==> config.mk <==
export PLATFORM = sky130hd
export DESIGN_NAME = icu_top
export DESIGN_NICKNAME = d
export VERILOG_FILES = /design/src/rtl/icu_pkg.sv /design/src/rtl/icu_timebase.sv /design/src/rtl/icu_channel.sv /design/src/rtl/icu_top.sv
export SDC_FILE = /design/constraint.sdc
export NUM_CORES = 1
export LEC_CHECK = 0
export ABC_AREA = 1
export BUFFER_PORTS_ARGS = -buffer_cell sky130_fd_sc_hd__buf_2
export CAP_MARGIN = 40
export CORE_MARGIN = 3
export CORE_UTILIZATION = 55
export CTS_CLUSTER_SIZE = 14
export DETAILED_ROUTE_END_ITERATION = 6
export PLACE_DENSITY = 0.75
export SKIP_CTS_REPAIR_TIMING = 1
export SYNTH_ARGS = -nofsm -noshare
export SYNTH_HDL_FRONTEND = slang
export SYNTH_SLANG_ARGS = --single-unit
==> constraint.sdc <==
create_clock -name clk -period 3.67 [get_ports clk]
set_input_delay 0.367 -clock clk [delete_from_list [all_inputs] [get_ports clk]]
set_output_delay 0.367 -clock clk [all_outputs]
set_load 0.03 [all_outputs]
==> src/rtl/icu_pkg.sv <==
package icu_pkg;

    localparam int ADDR_W = 8;
    localparam int DATA_W = 32;
    localparam int PS_W   = 5;

    localparam logic [ADDR_W-1:0] OFS_VAL  = 8'h10;
    localparam logic [ADDR_W-1:0] OFS_MODE = 8'h30;
    localparam logic [ADDR_W-1:0] OFS_CTRL = 8'h50;
    localparam logic [ADDR_W-1:0] OFS_IEN  = 8'h54;
    localparam logic [ADDR_W-1:0] OFS_STS  = 8'h58;
    localparam logic [ADDR_W-1:0] OFS_ACK  = 8'h5C;

    localparam int CTRL_RUN_BIT = 10;
    localparam int CTRL_PS_LSB  = 4;
    localparam int FLAG_LSB     = 1;

    typedef enum logic [1:0] {
        EDG_OFF  = 2'd0,
        EDG_RISE = 2'd1,
        EDG_FALL = 2'd2,
        EDG_ANY  = 2'd3
    } edge_mode_e;

    typedef struct packed {
        logic            run;
        logic [PS_W-1:0] ps;
    } ctrl_t;

    function automatic logic edge_hit(edge_mode_e m, logic rise, logic fall);
        case (m)
            EDG_RISE: return rise;
            EDG_FALL: return fall;
            EDG_ANY:  return rise | fall;
            default:  return 1'b0;
        endcase
    endfunction

    function automatic logic [ADDR_W-1:0] chan_addr(logic [ADDR_W-1:0] base, int n);
        return base + ADDR_W'(4 * n);
    endfunction

endpackage

==> src/rtl/icu_timebase.sv <==
module icu_timebase
    import icu_pkg::*;
#(
    parameter int CNT_W = 32
) (
    input  logic             clk,
    input  logic             rst,
    input  logic             run,
    input  logic [PS_W-1:0]  ps,
    output logic [CNT_W-1:0] stamp
);
    logic [PS_W-1:0] div_q;

    always_ff @(posedge clk) begin
        if (rst) begin
            div_q <= '0;
            stamp <= '0;
        end else if (!run) begin
            div_q <= '0;
        end else if (div_q >= ps) begin
            div_q <= '0;
            stamp <= stamp + 1'b1;
        end else begin
            div_q <= div_q + 1'b1;
        end
    end

    AST_CNT_HOLD: assert property (@(posedge clk) disable iff (rst)
        !run |=> $stable(stamp));

    AST_CNT_STEP: assert property (@(posedge clk) disable iff (rst)
        run |=> (stamp == $past(stamp)) || (stamp == $past(stamp) + 1'b1));

endmodule

==> src/rtl/icu_channel.sv <==
module icu_channel
    import icu_pkg::*;
#(
    parameter int CNT_W = 32
) (
    input  logic             clk,
    input  logic             rst,
    input  logic             pin,
    input  edge_mode_e       mode,
    input  logic             run,
    input  logic [CNT_W-1:0] stamp,
    output logic             hit,
    output logic [CNT_W-1:0] cap_val
);
    logic [2:0] sh_q;
    logic       rise, fall;

    always_ff @(posedge clk) begin
        if (rst) sh_q <= '0;
        else     sh_q <= {sh_q[1:0], pin};
    end

    assign rise = sh_q[1] & ~sh_q[2];
    assign fall = ~sh_q[1] & sh_q[2];
    assign hit  = run & edge_hit(mode, rise, fall);

    always_ff @(posedge clk) begin
        if (rst)      cap_val <= '0;
        else if (hit) cap_val <= stamp;
    end

    AST_OFF_NO_CAP: assert property (@(posedge clk) disable iff (rst)
        (mode == EDG_OFF) |=> $stable(cap_val));

    AST_STOPPED_NO_CAP: assert property (@(posedge clk) disable iff (rst)
        !run |=> $stable(cap_val));

endmodule

==> src/rtl/icu_top.sv <==
module icu_top
    import icu_pkg::*;
#(
    parameter int NCH   = 4,
    parameter int CNT_W = 32
) (
    input  logic              clk,
    input  logic              rst,
    input  logic [NCH-1:0]    cap_in,
    input  logic              reg_we,
    input  logic [ADDR_W-1:0] reg_addr,
    input  logic [DATA_W-1:0] reg_wdata,
    output logic [DATA_W-1:0] reg_rdata,
    output logic              irq
);
    localparam int FLAG_MSB = FLAG_LSB + NCH - 1;

    ctrl_t            ctrl_q;
    logic [NCH-1:0]   ien_q, sts_q, hit, ack_bits;
    edge_mode_e       mode_q [NCH];
    logic [CNT_W-1:0] cap_val [NCH];
    logic [CNT_W-1:0] stamp;

    initial begin
        if (NCH > 4 || NCH < 1) $error("NCH out of range");
        if (CNT_W > DATA_W)     $error("CNT_W too wide");
    end

    always_ff @(posedge clk) begin
        if (rst) begin
            ctrl_q <= '0;
            ien_q  <= '0;
        end else if (reg_we) begin
            if (reg_addr == OFS_CTRL) begin
                ctrl_q.run <= reg_wdata[CTRL_RUN_BIT];
                ctrl_q.ps  <= reg_wdata[CTRL_PS_LSB +: PS_W];
            end
            if (reg_addr == OFS_IEN) ien_q <= reg_wdata[FLAG_MSB:FLAG_LSB];
        end
    end

    assign ack_bits = (reg_we && reg_addr == OFS_ACK) ? reg_wdata[FLAG_MSB:FLAG_LSB] : '0;

    icu_timebase #(.CNT_W(CNT_W)) tb_i (
        .clk(clk), .rst(rst), .run(ctrl_q.run), .ps(ctrl_q.ps), .stamp(stamp)
    );

    for (genvar n = 0; n < NCH; n++) begin : g_ch
        localparam logic [ADDR_W-1:0] MODE_A = chan_addr(OFS_MODE, n);

        always_ff @(posedge clk) begin
            if (rst)                            mode_q[n] <= EDG_OFF;
            else if (reg_we && reg_addr == MODE_A) mode_q[n] <= edge_mode_e'(reg_wdata[1:0]);
        end

        icu_channel #(.CNT_W(CNT_W)) ch_i (
            .clk(clk), .rst(rst), .pin(cap_in[n]), .mode(mode_q[n]),
            .run(ctrl_q.run), .stamp(stamp), .hit(hit[n]), .cap_val(cap_val[n])
        );

        always_ff @(posedge clk) begin
            if (rst) sts_q[n] <= 1'b0;
            else     sts_q[n] <= hit[n] | (sts_q[n] & ~ack_bits[n]);
        end

        AST_STS_STICKY: assert property (@(posedge clk) disable iff (rst)
            (sts_q[n] && !ack_bits[n]) |=> sts_q[n]);

        AST_ACK_CLEARS: assert property (@(posedge clk) disable iff (rst)
            (ack_bits[n] && !hit[n]) |=> !sts_q[n]);

        AST_CAPTURE_WINS: assert property (@(posedge clk) disable iff (rst)
            hit[n] |=> sts_q[n]);
    end

    assign irq = |(sts_q & ien_q);

    AST_IRQ_MASKED: assert property (@(posedge clk) disable iff (rst)
        (ien_q == '0) |-> !irq);

    always_comb begin
        reg_rdata = '0;
        case (reg_addr)
            OFS_CTRL: begin
                reg_rdata[CTRL_RUN_BIT]          = ctrl_q.run;
                reg_rdata[CTRL_PS_LSB +: PS_W]   = ctrl_q.ps;
            end
            OFS_IEN: reg_rdata[FLAG_MSB:FLAG_LSB] = ien_q;
            OFS_STS: reg_rdata[FLAG_MSB:FLAG_LSB] = sts_q;
            default: ;
        endcase
        for (int n = 0; n < NCH; n++) begin
            if (reg_addr == chan_addr(OFS_VAL, n))  reg_rdata = DATA_W'(cap_val[n]);
            if (reg_addr == chan_addr(OFS_MODE, n)) reg_rdata = DATA_W'(mode_q[n]);
        end
    end

endmodule

## Yosys cells after proc, flatten, opt, wreduce, memory -nomap -nowiden

Memory sizes are Yosys's and may differ from the RTL's.
Cells that the tools add are included.
Widths: inputs -> output; s select.

- Eq/ne operators: 24
- Bitwise logic cells: 42
- Mux-type cells: 35
- Reductions and logical operators: 10
- Magnitude comparators: 1
- $add $sub $neg: 2

Operators with widths:

| operator | count |
|---|---|
| $mux 32 | 8 |
| $add 32x1->32 const B | 1 |
| $eq 8x5->1 const B | 4 |
| $eq 8x6->1 const B | 4 |
| $eq 8x7->1 const B | 4 |
| $and 1x1->1 | 16 |
| $eq 2x2->1 const B | 8 |
| $mux 1 | 15 |
| $pmux 1 s3 | 5 |
| $not 1->1 | 13 |
| $or 1x1->1 | 12 |
| $eq 2x1->1 const B | 4 |
| $mux 2 | 4 |
| $mux 4 | 2 |
| $pmux 3 s2 | 1 |
| $reduce_and 2->1 | 3 |
| $add 5x1->5 const B | 1 |
| $ge 5x5->1 | 1 |
| $logic_and 1x1->1 | 5 |
| $and 4x4->4 | 1 |
| $reduce_or 4->1 | 1 |
| $reduce_or 3->1 | 1 |

- Memories: 1
- RAM bits: 8
- Output and inout port bits: 33
- Logic and storage cells: 132
- Register bits after elaboration: 191
- Bits of input ports: 47

Memory list:

| memory | depth | bits a word | rd ports | clocked after memory_dff | wr ports | line | text |
|---|---|---|---|---|---|---|---|
| mode_q | 4 | 2 | 4 | 0 | 4 | icu_top.sv:20 | `edge_mode_e mode_q [NCH];` |

## Depth between registers and ports, before layout

Gate-level depths: netlist of run 1.

- Depth after elaboration: 10
- Mapped depth: 11
- Mapped depth without buffers: 10

## Hierarchy

From an unflattened synthesis of run 1, not the netlist that was laid out.

- Cell total of the unflattened synthesis: 1624
- Area total of the unflattened synthesis: 10672.7 um^2

Modules (own cells, without submodules):

| module | cells each | sequential area each (um^2) | area an instance (um^2) | times used |
|---|---|---|---|---|
| icu_channel | 231 | 700.7 | 1592.8 | 4 |
| icu_timebase | 350 | 740.7 | 2259.7 | 1 |
| icu_top | 350 | 520.5 | 2042.0 | 1 |

## Least setup slack after synthesis of run 1

No wires, ideal clock.

- Path kind: input to output
- From: in reg_addr[5]
- To: out reg_rdata[11]
- Stages on the path: 8
- Buffers on the path: 1
- Arrival time: 1.459 ns
- Setup slack: 1.844 ns
- Cell sequence: inv_1 > nand2_1 > nor2_1 > nand2_1 > inv_2 > clkbuf_1 > nand2_1 > nand4_1

- Word-level cells in the longest chain between the ends: 9

Ends and longest elaborated chain:

| what | line | text |
|---|---|---|
| from (decl) | icu_top.sv:11 | `input logic [ADDR_W-1:0] reg_addr,` |
| $eq 8x5->1 | icu_top.sv:93 | `if (reg_addr == chan_addr(OFS_VAL, n)) reg_rdata = DATA_W'(cap_val[n]);` |
| $mux 32 | icu_top.sv:93 |  |
| $mux 32 | icu_top.sv:94 | `if (reg_addr == chan_addr(OFS_MODE, n)) reg_rdata = DATA_W'(mode_q[n]);` |
| $mux 32 | icu_top.sv:93 |  |
| $mux 32 | icu_top.sv:94 |  |
| $mux 32 | icu_top.sv:93 |  |
| $mux 32 | icu_top.sv:94 |  |
| $mux 32 | icu_top.sv:93 |  |
| $mux 32 (*) | icu_top.sv:94 |  |
| to (decl) | icu_top.sv:13 | `output logic [DATA_W-1:0] reg_rdata,` |

Mark *: on every way between the ends. The rest lies on a longest branch, timed or not.

## Worst setup path after layout of run 1

- From: in reg_addr[2]
- To: out reg_rdata[0]

The elaborated chain is that of the path after synthesis.

==> qor.txt, run 1 <==
==================================================================================
Achievable frequency                                                    0.3969 GHz
Type of destination of the critical path                              primary output
Crit Path Class                                                       input pin to primary output
Slowest cell delay on critical path                                        0.54 ns
Routed Antenna Nets                                                              0
Most frequent cell on the critical path                               sky130_fd_sc_hd__nand2_1
Post-DP HPWL                                                             14,360 um
Signed area change from the synthesized netlist to the final layout         10.98%
Leak                                                                      3.877 nW
DR pass1 iterations                                                              5
Routed vias                                                                  8,163
Number of DRC markers after the initial detailed-route iteration               827
Ports placed on the boundary                                                    80
Count of maximum capacitance violations                                          0
CTS Buffer Depth                                                                 2
Port Buf Inserts                                                                57
Vertical die dimension                                                    133.4 um
Fraction of post-synthesis cell area in the top cell type by area           42.84%
Number of cells produced by synthesis                                        1,235
Level count of the clock H-tree                                                  4
Post-synth EDFFs                                                                 8
Share of cells above drive strength 1                                       10.27%
Minimum clock period after layout                                         2.520 ns
Area of the mapped netlist                                                8926 um2
Data arrival time of the worst path                                        2.15 ns
Total grt overflow                                                               0
Clock latency reported for the late side of the worst-skew pair            0.43 ns
Synth area leader                                                     sky130_fd_sc_hd__dfxtp_1
Synth async-reset ratio                                                         0%
Die width                                                                 133.4 um
Number of max-slew violations in the final report                                0
Max transition margin                                                       52.22%
GRT Overall Usage                                                           25.26%
Wirelength per Cell                                                       15.17 um
Initial core utilization                                                    57.44%
Gate family responsible for the most delay along the worst path       buffers and inverters
Critical Path, Cell by Cell                                           buf_2 -> inv_1 -> nand2_1 -> nor2_1 -> nand2_1 -> inv_2 -> nand2_1 -> nand2_1 -> nor2_1 -> nand4_1 -> nand3b_1 -> buf_2
RSZ-0062 raised after global routing                                         false
Antenna diode instance count                                                     0
Cell with the largest stage delay on the worst path                   sky130_fd_sc_hd__inv_2
Number of global-route vias before repair                                    7,650
Number of hold violations in the final report                                    0
Final setup violating endpoints                                                  0
Outcome                                                               finished, final reports clean
First-pass GRT wire length                                               37,180 um
Pin count of the biggest net entering global routing                            84
Count of cell types in the netlist                                              32
RD Place Congestion                                                         0.9349
Combined area of the multi-input logic cells                              4178 um2
Post-Synthesis Net Count                                                     1,297
Most numerous cell in the Yosys netlist                               sky130_fd_sc_hd__nand2_1
Cell at the root of the clock tree                                    sky130_fd_sc_hd__clkbuf_16
CTS buffer count                                                                17
Share of the yosys chip area belonging to registers                         45.53%
Clock tree from TritonCTS                                                      yes
Nets                                                                         1,315
Floorplan Core Area                                                     15,540 um2
Worst IR Drop VDD                                                         346.7 uV
Worst hold-check path type                                            input pin to flip-flop
Clock transition at the registers of the reported paths                    0.07 ns
DRC errors left                                                                  0
Final period utilization                                                    68.66%
Combined flip-flop and latch cell area                                    4064 um2
Buf/Inv on CP                                                                    4
Number of storage elements in the synthesis netlist                            199
Via density per instance                                                     5.527
Yosys warning count                                                              0
Number of antenna violations at the first check in global routing                0
Total negative slack                                                          0 ns
Actual transition at the worst max-transition pin                        0.7157 ns
Mean instance size in the synthesized netlist                            7.228 um2
Number of fill cells                                                         1,455
Area of the die                                                         17,790 um2
Cells taking the most area after synthesis                            sky130_fd_sc_hd__dfxtp_1 43%, sky130_fd_sc_hd__nand2_1 12%, sky130_fd_sc_hd__a21oi_1 9.0%
Worst Path Required                                                        3.30 ns
Site row count                                                                  45
Commonest cells in the synthesized netlist                            288 x sky130_fd_sc_hd__nand2_1, 191 x sky130_fd_sc_hd__dfxtp_1, 161 x sky130_fd_sc_hd__a21oi_1, 147 x sky130_fd_sc_hd__o21ai_0, 120 x sky130_fd_sc_hd__nor2_1
Final worst clock skew                                                  0.01062 ns
Final hold slack                                                         0.1318 ns
Post-synth top flop                                                   sky130_fd_sc_hd__dfxtp_1
Drt total wl                                                             22,400 um
Final core utilization                                                      63.74%
Startpoint type of the worst setup path                                  input pin
Sinks on Clock Net                                                             199
Power density cells                                                   423.0 nW/um2
Critical-path maximum fanout                                                    31
==================================================================================
## worst paths after layout
kind,startpoint,to,slack (ns),depth (start not counted)
worst max register to register,g_ch[1].ch_i.sh_q[1],g_ch[1].ch_i.cap_val[17],1.30,10
worst min register to register,g_ch[0].ch_i.sh_q[0],g_ch[0].ch_i.sh_q[1],0.41,2
worst max-delay path,reg_addr[2],reg_rdata[0],1.15,12
worst min-delay path,cap_in[3],g_ch[3].ch_i.sh_q[0],0.13,3
## per-layer routing
layer  share of wire, %  GRT usage, %  vias up
li1                   -             -     4093
met1                 47         34.96     3818
met2                 47         41.20      230
met3                5.0         4.079       22
met4                1.3         7.029        0
met5                  0             0        -
## layout make-up
| class | instances | area share [%] |
|---|---|---|
| Clock inverter | 12 | 1.427 |
| Multi-Input combinational cell | 867 | 42.18 |
| Clock buffer | 20 | 4.610 |
| Inverter | 101 | 3.827 |
| Timing Repair Buffer | 67 | 4.269 |
| Tap cell | 211 | 2.665 |
| Sequential cell | 199 | 41.03 |
## placed cells by master (no fill, tap or decap), drive strengths merged
cell type,Yosys,final
a211oi,4,4
a21oi,161,161
a221oi,5,5
buf,39,67
bufinv,0,2
clkbuf,29,20
clkinv,1,3
clkinvlp,0,3
dfxtp,191,191
edfxtp,8,8
ha,15,15
inv,100,105
nand2,289,289
nand3,40,40
nand3b,1,1
nand4,31,31
nor2,131,131
nor3,15,15
nor3b,1,1
o211ai,3,3
o21ai,148,148
o22ai,2,2
xnor2,2,2
xor2,19,19
## worst min-delay path, delay by kind of cell
| family | cells | cell delay, ns |
|---|---|---|
| simple gates | 1 | 0.03 |
| buf+inv | 2 | 0.14 |
## kinds of logic after synthesis
family / count (synthesis) / share of synthesized area [%]
AND/OR/NAND/NOR: 508 / 24.05
AO/OA/AOI/OAI: 323 / 18.59
flip-flops: 199 / 45.53
buffers and inverters: 169 / 7.667
XOR/XNOR: 21 / 2.061
adder cells (fa/ha/maj): 15 / 2.103
## per-stage QoR
step           std cells  total power, mW  setup WS [ns]  cell area (um2)
6_report            1477            4.190          1.150             9906
3_5_place_dp        1445            2.337          1.156             9308
3_3_place_gp        1444            2.333          1.171             9288
4_1_cts             1477            4.201          1.148             9906
2_1_floorplan       1235            2.301          1.844             8926
5_1_grt             1477            4.308         0.9105             9906
## state kept, by name (all words and copies together) (netlist names)
register / count
g_ch.ch_i.cap_val: 128
tb_i.stamp: 32
mode_q: 8
ien_q: 4
sts_q: 4
tb_i.div_q: 5
ctrl_q: 6
g_ch.ch_i.sh_q: 12
## power by group
group	leakage, nW	switching (mW)	internal (mW)
Sequential	1.62	0.00666	2.18
Combinational	1.97	0.0676	0.0313
Clock	0.287	0.848	1.05
Total	3.88	0.922	3.27
(Power assumes the default switching activity.)
==> run 2: changes to the inputs <==
CORE_UTILIZATION = 54   (was 55)
PLACE_DENSITY = 0.76   (was 0.75)
clock period = 2.2 ns   (was 3.67 ns; I/O delays follow)
==> qor.txt, run 2 (synthesis gave the netlist of run 1 again) <==
=====================================================================================
Die width                                                                    134.6 um   was 133.4 um
DR pass1 iterations                                                                 6   was 5
Startpoint type of the worst setup path                                     flip-flop   was input pin
Count of maximum capacitance violations                                             0   unchanged
RSZ-0062 raised after global routing                                            false   unchanged
Cell at the root of the clock tree                                       sky130_fd_sc_hd__clkbuf_16   unchanged
Top reg by flops                                                         g_ch.ch_i.cap_val   unchanged
Number of antenna violations at the first check in global routing                   0   unchanged
Number of global-route vias before repair                                       7,656   was 7,650
Vertical die dimension                                                       134.6 um   was 133.4 um
Cell with the largest stage delay on the worst path                      sky130_fd_sc_hd__inv_2   unchanged
Slowest cell delay on critical path                                           0.44 ns   was 0.54 ns
Sinks on Clock Net                                                                199   unchanged
Ports placed on the boundary                                                       80   unchanged
Antenna diode instance count                                                        0   unchanged
Actual transition at the worst max-transition pin                           0.6305 ns   was 0.7157 ns
Number of fill cells                                                            1,436   was 1,455
Outcome                                                                  finished, final reports clean   unchanged
Final period utilization                                                       89.78%
Drt total wl                                                                22,660 um   was 22,400 um
Crit Path Class                                                          flip-flop to flip-flop   was input pin to primary output
Worst IR Drop VDD                                                            563.7 uV   was 346.7 uV
Most frequent standard cell in the layout excluding fill and tap cells   sky130_fd_sc_hd__nand2_1   unchanged
Area of the die                                                            18,110 um2   was 17,790 um2
Leading cell types in the layout, fill and taps excluded                 288 x sky130_fd_sc_hd__nand2_1, 191 x sky130_fd_sc_hd__dfxtp_1, 161 x sky130_fd_sc_hd__a21oi_1, 147 x sky130_fd_sc_hd__o21ai_0, 120 x sky130_fd_sc_hd__nor2_1   unchanged
CTS buffer count                                                                   17   unchanged
Number of hold violations in the final report                                       0   unchanged
Origin of the worst setup path                                              ctrl_q[4]   was reg_addr[2]
Via density per instance                                                        5.511   was 5.527
Clock transition at the registers of the reported paths                       0.07 ns   about the same
Pin count of the biggest net entering global routing                               76   was 84
Level count of the clock H-tree                                                     4   unchanged
Clock latency reported for the late side of the worst-skew pair               0.43 ns   about the same
Type of destination of the critical path                                    flip-flop   was primary output
Total grt overflow                                                                  0   unchanged
Worst hold-check path type                                               input pin to flip-flop   unchanged
Leak                                                                         3.931 nW   was 3.877 nW
Number of max-slew violations in the final report                                   0   unchanged
Final worst clock skew                                                    0.008087 ns   was 0.01062 ns
R2R Path Start                                                              ctrl_q[4]   was g_ch[1].ch_i.sh_q[1]
Number of DRC markers after the initial detailed-route iteration                  724   was 827
Worst Path Required                                                           2.56 ns   was 3.30 ns
Initial core utilization                                                       55.59%   was 57.44%
RD Place Congestion                                                            0.9151   was 0.9349
Wirelength per Cell                                                          15.15 um   was 15.17 um
Routed Antenna Nets                                                                 0   unchanged
Minimum clock period after layout                                            1.975 ns
Share of cells above drive strength 1                                          10.63%   was 10.27%
Data arrival time of the worst path                                           2.33 ns   was 2.15 ns
Floorplan Core Area                                                        16,060 um2   was 15,540 um2
Routed vias                                                                     8,245   was 8,163
Flip-flop count of the largest register, all copies and words added               128   unchanged
Final hold slack                                                           0.04662 ns   was 0.1318 ns
Critical-path maximum fanout                                                       32   was 31
Max transition margin                                                          57.97%   was 52.22%
Largest registers                                                        g_ch.ch_i.cap_val: 128 flops, tb_i.stamp: 32 flops, g_ch.ch_i.sh_q: 12 flops   unchanged
First-pass GRT wire length                                                  38,020 um   was 37,180 um
Power density cells                                                      684.1 nW/um2   was 423.0 nW/um2
Achievable frequency                                                       0.5063 GHz
Port Buf Inserts                                                                   57   unchanged
Post-DP HPWL                                                                14,500 um   was 14,360 um
Signed area change from the synthesized netlist to the final layout            12.24%   was 10.98%
Site row count                                                                     46   was 45
Critical hold path startpoint                                            reg_wdata[2]   was cap_in[3]
Critical Path, Cell by Cell                                              inv_1 -> ha_1 -> nand2_1 -> inv_1 -> nand4_1 -> o211ai_1 -> o21ai_2 -> inv_2 -> nand2_1 -> a21oi_1   was buf_2 -> inv_1 -> nand2_1 -> nor2_1 -> nand2_1 -> inv_2 -> nand2_1 -> nand2_1 -> nor2_1 -> nand4_1 -> nand3b_1 -> buf_2
Clock tree from TritonCTS                                                         yes   unchanged
CTS Buffer Depth                                                                    2   unchanged
Overall power                                                                6.853 mW   was 4.190 mW
DRC errors left                                                                     0   unchanged
Nets                                                                            1,329   was 1,315
GRT Overall Usage                                                              25.79%   was 25.26%
Post-route insts no fill                                                        1,496   was 1,477
Final setup violating endpoints                                                     0   unchanged
Post-Place Cells                                                                1,460   was 1,445
Total negative slack                                                             0 ns   unchanged
=====================================================================================
## run 2: power breakdown
group          leakage (nW)  switching, mW  total [mW]  internal, mW
sequential             1.62         0.0115        3.65          3.64
clock                 0.269           1.36        3.03          1.67
combinational          2.05          0.114       0.170        0.0560
total                  3.93           1.48        6.85          5.37
## run 2: cell type report
class,count,area [um2],share of cell area (%)
timing repair buffer,81,563.0,5.620
clock inverter,12,127.6,1.274
multi-input combinational,867,4178,41.70
inverter,101,379.1,3.784
clock buffer,20,436.7,4.359
sequential,199,4064,40.56
tap,216,270.3,2.698
## run 2: worst paths after layout
| check | to | slack (ns) | cells past startpoint |
|---|---|---|---|
| min reg2reg | g_ch[0].ch_i.sh_q[1] | 0.41 | 2 |
| max | tb_i.stamp[23] | 0.22 | 10 |
| max reg2reg | tb_i.stamp[23] | 0.22 | 10 |
| min | ien_q[1] | 0.05 | 3 |
## run 2: metrics by stage
step	setup WS, ns	area (um2)	utilization [%]
5_1_grt	0.01842	10020	62.39
4_1_cts	0.2111	9978	62.14
3_3_place_gp	0.3050	9414	58.63
2_1_floorplan	0.6031	8926	-
6_report	0.2249	10020	62.39
3_5_place_dp	0.2501	9414	58.63
## run 2: critical path, delay by kind of cell, from the launching register on
family / cells / cell delay (ns)
AND/OR/NAND/NOR: 3 / 0.27
AO/OA/AOI/OAI: 3 / 0.41
adder cells (fa/ha/maj): 1 / 0.32
flip-flops: 1 / 0.31
buffers and inverters: 3 / 0.57
## run 2: routing by layer
metal  vias to the layer above  GRT usage, %  share of wire, %
met5                         -             0                 0
met4                         0         5.826               1.1
met3                        24         4.732               6.8
met2                       262         42.79                46
met1                      3829         35.33                46
li1                       4130             -                 -
==> run 3: changes to the inputs <==
CORE_UTILIZATION = 55   (was 54)
PLACE_DENSITY = 0.77   (was 0.76)
SYNTH_HIERARCHICAL = 1   (was unset)
==> qor.txt, run 3 <==
=====================================================================================
Final period utilization                                                       87.24%   was 89.78%
Vertical die dimension                                                       145.3 um   was 134.6 um
Floorplan Core Area                                                        18,890 um2   was 16,060 um2
Count of cell types in the netlist                                                 34   was 32
DRC errors left                                                                     0   unchanged
Initial core utilization                                                       56.49%   was 55.59%
Destination of the worst register-to-register timing path                tb_i/stamp[25]   was tb_i.stamp[23]
Area of the die                                                            21,110 um2   was 18,110 um2
DR pass1 iterations                                                                 6   unchanged
Crit Path Class                                                          flip-flop to flip-flop   unchanged
CTS Buffer Depth                                                                    2   unchanged
Total grt overflow                                                                  0   unchanged
RSZ-0062 raised after global routing                                            false   unchanged
Worst IR Drop VDD                                                            473.1 uV   was 563.7 uV
Number of global-route vias before repair                                       9,171   was 7,656
Number of max-slew violations in the final report                                   0   unchanged
Critical hold path startpoint                                               cap_in[3]   was reg_wdata[2]
Area of the mapped netlist                                                 10,670 um2   was 8926 um2
GRT Overall Usage                                                              25.13%   was 25.79%
Level count of the clock H-tree                                                     4   unchanged
Actual transition at the worst max-transition pin                           0.5115 ns   was 0.6305 ns
Post-synth EDFFs                                                                    8   unchanged
Post-DP HPWL                                                                16,690 um   was 14,500 um
R2R Path Start                                                           tb_i/stamp[6]   was ctrl_q[4]
Failing checks                                                           negative hold slack
Yosys warning count                                                                 6   was 0
Total negative slack                                                             0 ns   unchanged
Wirelength per Cell                                                          14.05 um   was 15.15 um
Leak                                                                         4.688 nW   was 3.931 nW
Minimum clock period after layout                                            1.919 ns   was 1.975 ns
CTS buffer count                                                                   17   unchanged
Pin count of the biggest net entering global routing                               66   was 76
Nets                                                                            1,697   was 1,329
Site row count                                                                     50   was 46
Power density cells                                                      632.7 nW/um2   was 684.1 nW/um2
Die width                                                                    145.3 um   was 134.6 um
Fraction of post-synthesis cell area in the top cell type by area              35.83%   was 42.84%
Share of the yosys chip area belonging to registers                            38.08%   was 45.53%
Top reg by flops                                                         g_ch.ch_i/cap_val   was g_ch.ch_i.cap_val
Largest registers                                                        g_ch.ch_i/cap_val: 128 flops, tb_i/stamp: 32 flops, g_ch.ch_i/sh_q: 12 flops   was g_ch.ch_i.cap_val: 128 flops, tb_i.stamp: 32 flops, g_ch.ch_i.sh_q: 12 flops
Routed vias                                                                    10,008   was 8,245
Achievable frequency                                                       0.5210 GHz   was 0.5063 GHz
Final setup violating endpoints                                                     0   unchanged
Cell at the root of the clock tree                                       sky130_fd_sc_hd__clkbuf_16   unchanged
Post-Synthesis Net Count                                                        1,686   was 1,297
Startpoint type of the worst setup path                                     flip-flop   unchanged
Synth async-reset ratio                                                            0%   unchanged
Number of cells produced by synthesis                                           1,624   was 1,235
Minimum setup slack among reg-to-reg paths                                    0.28 ns   was 0.22 ns
Cells taking the most area after synthesis                               sky130_fd_sc_hd__dfxtp_1 36%, sky130_fd_sc_hd__nand2_1 14%, sky130_fd_sc_hd__nand3_1 8.3%   was sky130_fd_sc_hd__dfxtp_1 43%, sky130_fd_sc_hd__nand2_1 12%, sky130_fd_sc_hd__a21oi_1 9.0%
Share of cells above drive strength 1                                          10.93%   was 10.63%
Commonest cells in the synthesized netlist                               384 x sky130_fd_sc_hd__nand2_1, 227 x sky130_fd_sc_hd__inv_1, 217 x sky130_fd_sc_hd__nor2_1, 191 x sky130_fd_sc_hd__dfxtp_1, 177 x sky130_fd_sc_hd__nand3_1   was 288 x sky130_fd_sc_hd__nand2_1, 191 x sky130_fd_sc_hd__dfxtp_1, 161 x sky130_fd_sc_hd__a21oi_1, 147 x sky130_fd_sc_hd__o21ai_0, 120 x sky130_fd_sc_hd__nor2_1
Type of destination of the critical path                                    flip-flop   unchanged
Worst hold stages                                                                   3   unchanged
Antenna diode instance count                                                        0   unchanged
Ports placed on the boundary                                                       80   unchanged
Count of maximum capacitance violations                                             0   unchanged
Outcome                                                                  finished, violations left   was finished, final reports clean
Leading cell types in the layout, fill and taps excluded                 384 x sky130_fd_sc_hd__nand2_1, 227 x sky130_fd_sc_hd__inv_1, 217 x sky130_fd_sc_hd__nor2_1, 191 x sky130_fd_sc_hd__dfxtp_1   was 288 x sky130_fd_sc_hd__nand2_1, 191 x sky130_fd_sc_hd__dfxtp_1, 161 x sky130_fd_sc_hd__a21oi_1, 147 x sky130_fd_sc_hd__o21ai_0, 120 x sky130_fd_sc_hd__nor2_1
RD Place Congestion                                                            0.9097   was 0.9151
Final hold slack                                                         -0.005019 ns   was 0.04662 ns
Number of hold violations in the final report                                       2   was 0
Synth area leader                                                        sky130_fd_sc_hd__dfxtp_1   unchanged
Clock latency reported for the late side of the worst-skew pair               0.43 ns   about the same
Sinks on Clock Net                                                                199   unchanged
Number of antenna violations at the first check in global routing                   0   unchanged
Flip-flop count of the largest register, all copies and words added               128   unchanged
Post-synth top flop                                                      sky130_fd_sc_hd__dfxtp_1   unchanged
Final worst clock skew                                                    0.009069 ns   was 0.008087 ns
Clock transition at the registers of the reported paths                       0.07 ns   about the same
Worst Path Required                                                           2.53 ns   was 2.56 ns
Final core utilization                                                         62.13%   was 62.39%
Number of storage elements in the synthesis netlist                               199   unchanged
Mean instance size in the synthesized netlist                               6.572 um2   was 7.228 um2
First-pass GRT wire length                                                  44,560 um   was 38,020 um
Worst hold-check path type                                               input pin to flip-flop   unchanged
R2R cell count                                                                      7   was 10
Most numerous cell in the Yosys netlist                                  sky130_fd_sc_hd__nand2_1   unchanged
Via density per instance                                                        5.248   was 5.511
Port Buf Inserts                                                                   57   unchanged
Routed Antenna Nets                                                                 0   unchanged
Hold EP                                                                  g_ch[3].ch_i/sh_q[0]   was ien_q[1]
Most frequent standard cell in the layout excluding fill and tap cells   sky130_fd_sc_hd__nand2_1   unchanged
Number of DRC markers after the initial detailed-route iteration                  689   was 724
Signed area change from the synthesized netlist to the final layout            9.976%   was 12.24%
Critical-path maximum fanout                                                        8   was 32
Max transition margin                                                          65.86%   was 57.97%
Clock tree from TritonCTS                                                         yes   unchanged
Drt total wl                                                                26,800 um   was 22,660 um
Data arrival time of the worst path                                           2.25 ns   was 2.33 ns
=====================================================================================
==> run 3: power by group <==
group	switching, mW	leakage, nW	total (mW)	internal, mW
clock	1.38	0.312	3.35	1.97
sequential	0.0149	1.62	3.66	3.64
combinational	0.303	2.76	0.418	0.115
total	1.70	4.69	7.43	5.73
==> run 3: area by class of cell <==
class,instances,area [um2]
Clock inverter,11,170.2
Tap cell,260,325.3
Timing Repair Buffer,84,640.6
Multi-Input combinational cell,1093,5180
Sequential cell,199,4064
Fill cell,1777,7156
Inverter,240,900.9
Clock buffer,20,456.7
==> run 3: worst max path at each step <==
stage | startpoint | endpoint | slack, ns | cells past startpoint
2_1_floorplan | ctrl_q[4] | tb_i/stamp[31] | 0.61 | 9
3_3_place_gp | reg_addr[0] | reg_rdata[5] | 0.35 | 10
3_5_place_dp | g_ch[2].ch_i/sh_q[1] | g_ch[2].ch_i/cap_val[5] | 0.35 | 8
4_1_cts | ctrl_q[5] | reg_rdata[10] | 0.26 | 5
5_1_grt | g_ch[2].ch_i/sh_q[1] | g_ch[2].ch_i/cap_val[8] | 0.15 | 9
6_report | tb_i/stamp[6] | tb_i/stamp[25] | 0.28 | 7
==> run 3: routing by layer <==
layer | part of all wire [%] | wire length, um | vias up | GRT usage, %
li1 | - | - | 5087 | -
met2 | 48 | 12770 | 332 | 42.95
met4 | 1.4 | 374 | 0 | 7.075
met5 | 0 | 0 | - | 0
met3 | 6.2 | 1657 | 36 | 4.185
met1 | 45 | 11990 | 4553 | 33.01
==> run 3: worst max-delay path, stage by stage (launching register included) <==
cell and delay (ns):
sky130_fd_sc_hd__dfxtp_1 0.57, sky130_fd_sc_hd__nand2_1 0.18, sky130_fd_sc_hd__nor2_2 0.22, sky130_fd_sc_hd__nand3b_1 0.21
sky130_fd_sc_hd__nor3_1 0.40, sky130_fd_sc_hd__nand3_1 0.12, sky130_fd_sc_hd__nand2_1 0.08, sky130_fd_sc_hd__nor2_1 0.04
==> run 3: cell families after synthesis <==
kind of cell               count (synthesis)  synth area share (%)
adders and majority gates                 15                 1.758
xor gates and xnor gates                   8                0.6564
and+or+nand+nor                          866                 35.83
AOI/OAI and AO/OA                        204                 9.683
DFF                                      199                 38.08
buffers and inverters                    332                 14.00
==> run 3: metrics by stage <==
stage	total power, mW	cell area [um2]	hold WS [ns]	setup slack [ns]	std cells
floorplan	4.028	10670	0.2912	0.6057	1624
global placement	4.139	11100	0.3898	0.3452	1875
detailed placement	4.149	11100	0.3928	0.3500	1875
CTS	7.453	11730	-0.01695	0.2637	1906
global route	7.669	11740	0.0003991	0.1500	1907
finish	7.426	11740	-0.005019	0.2807	1907
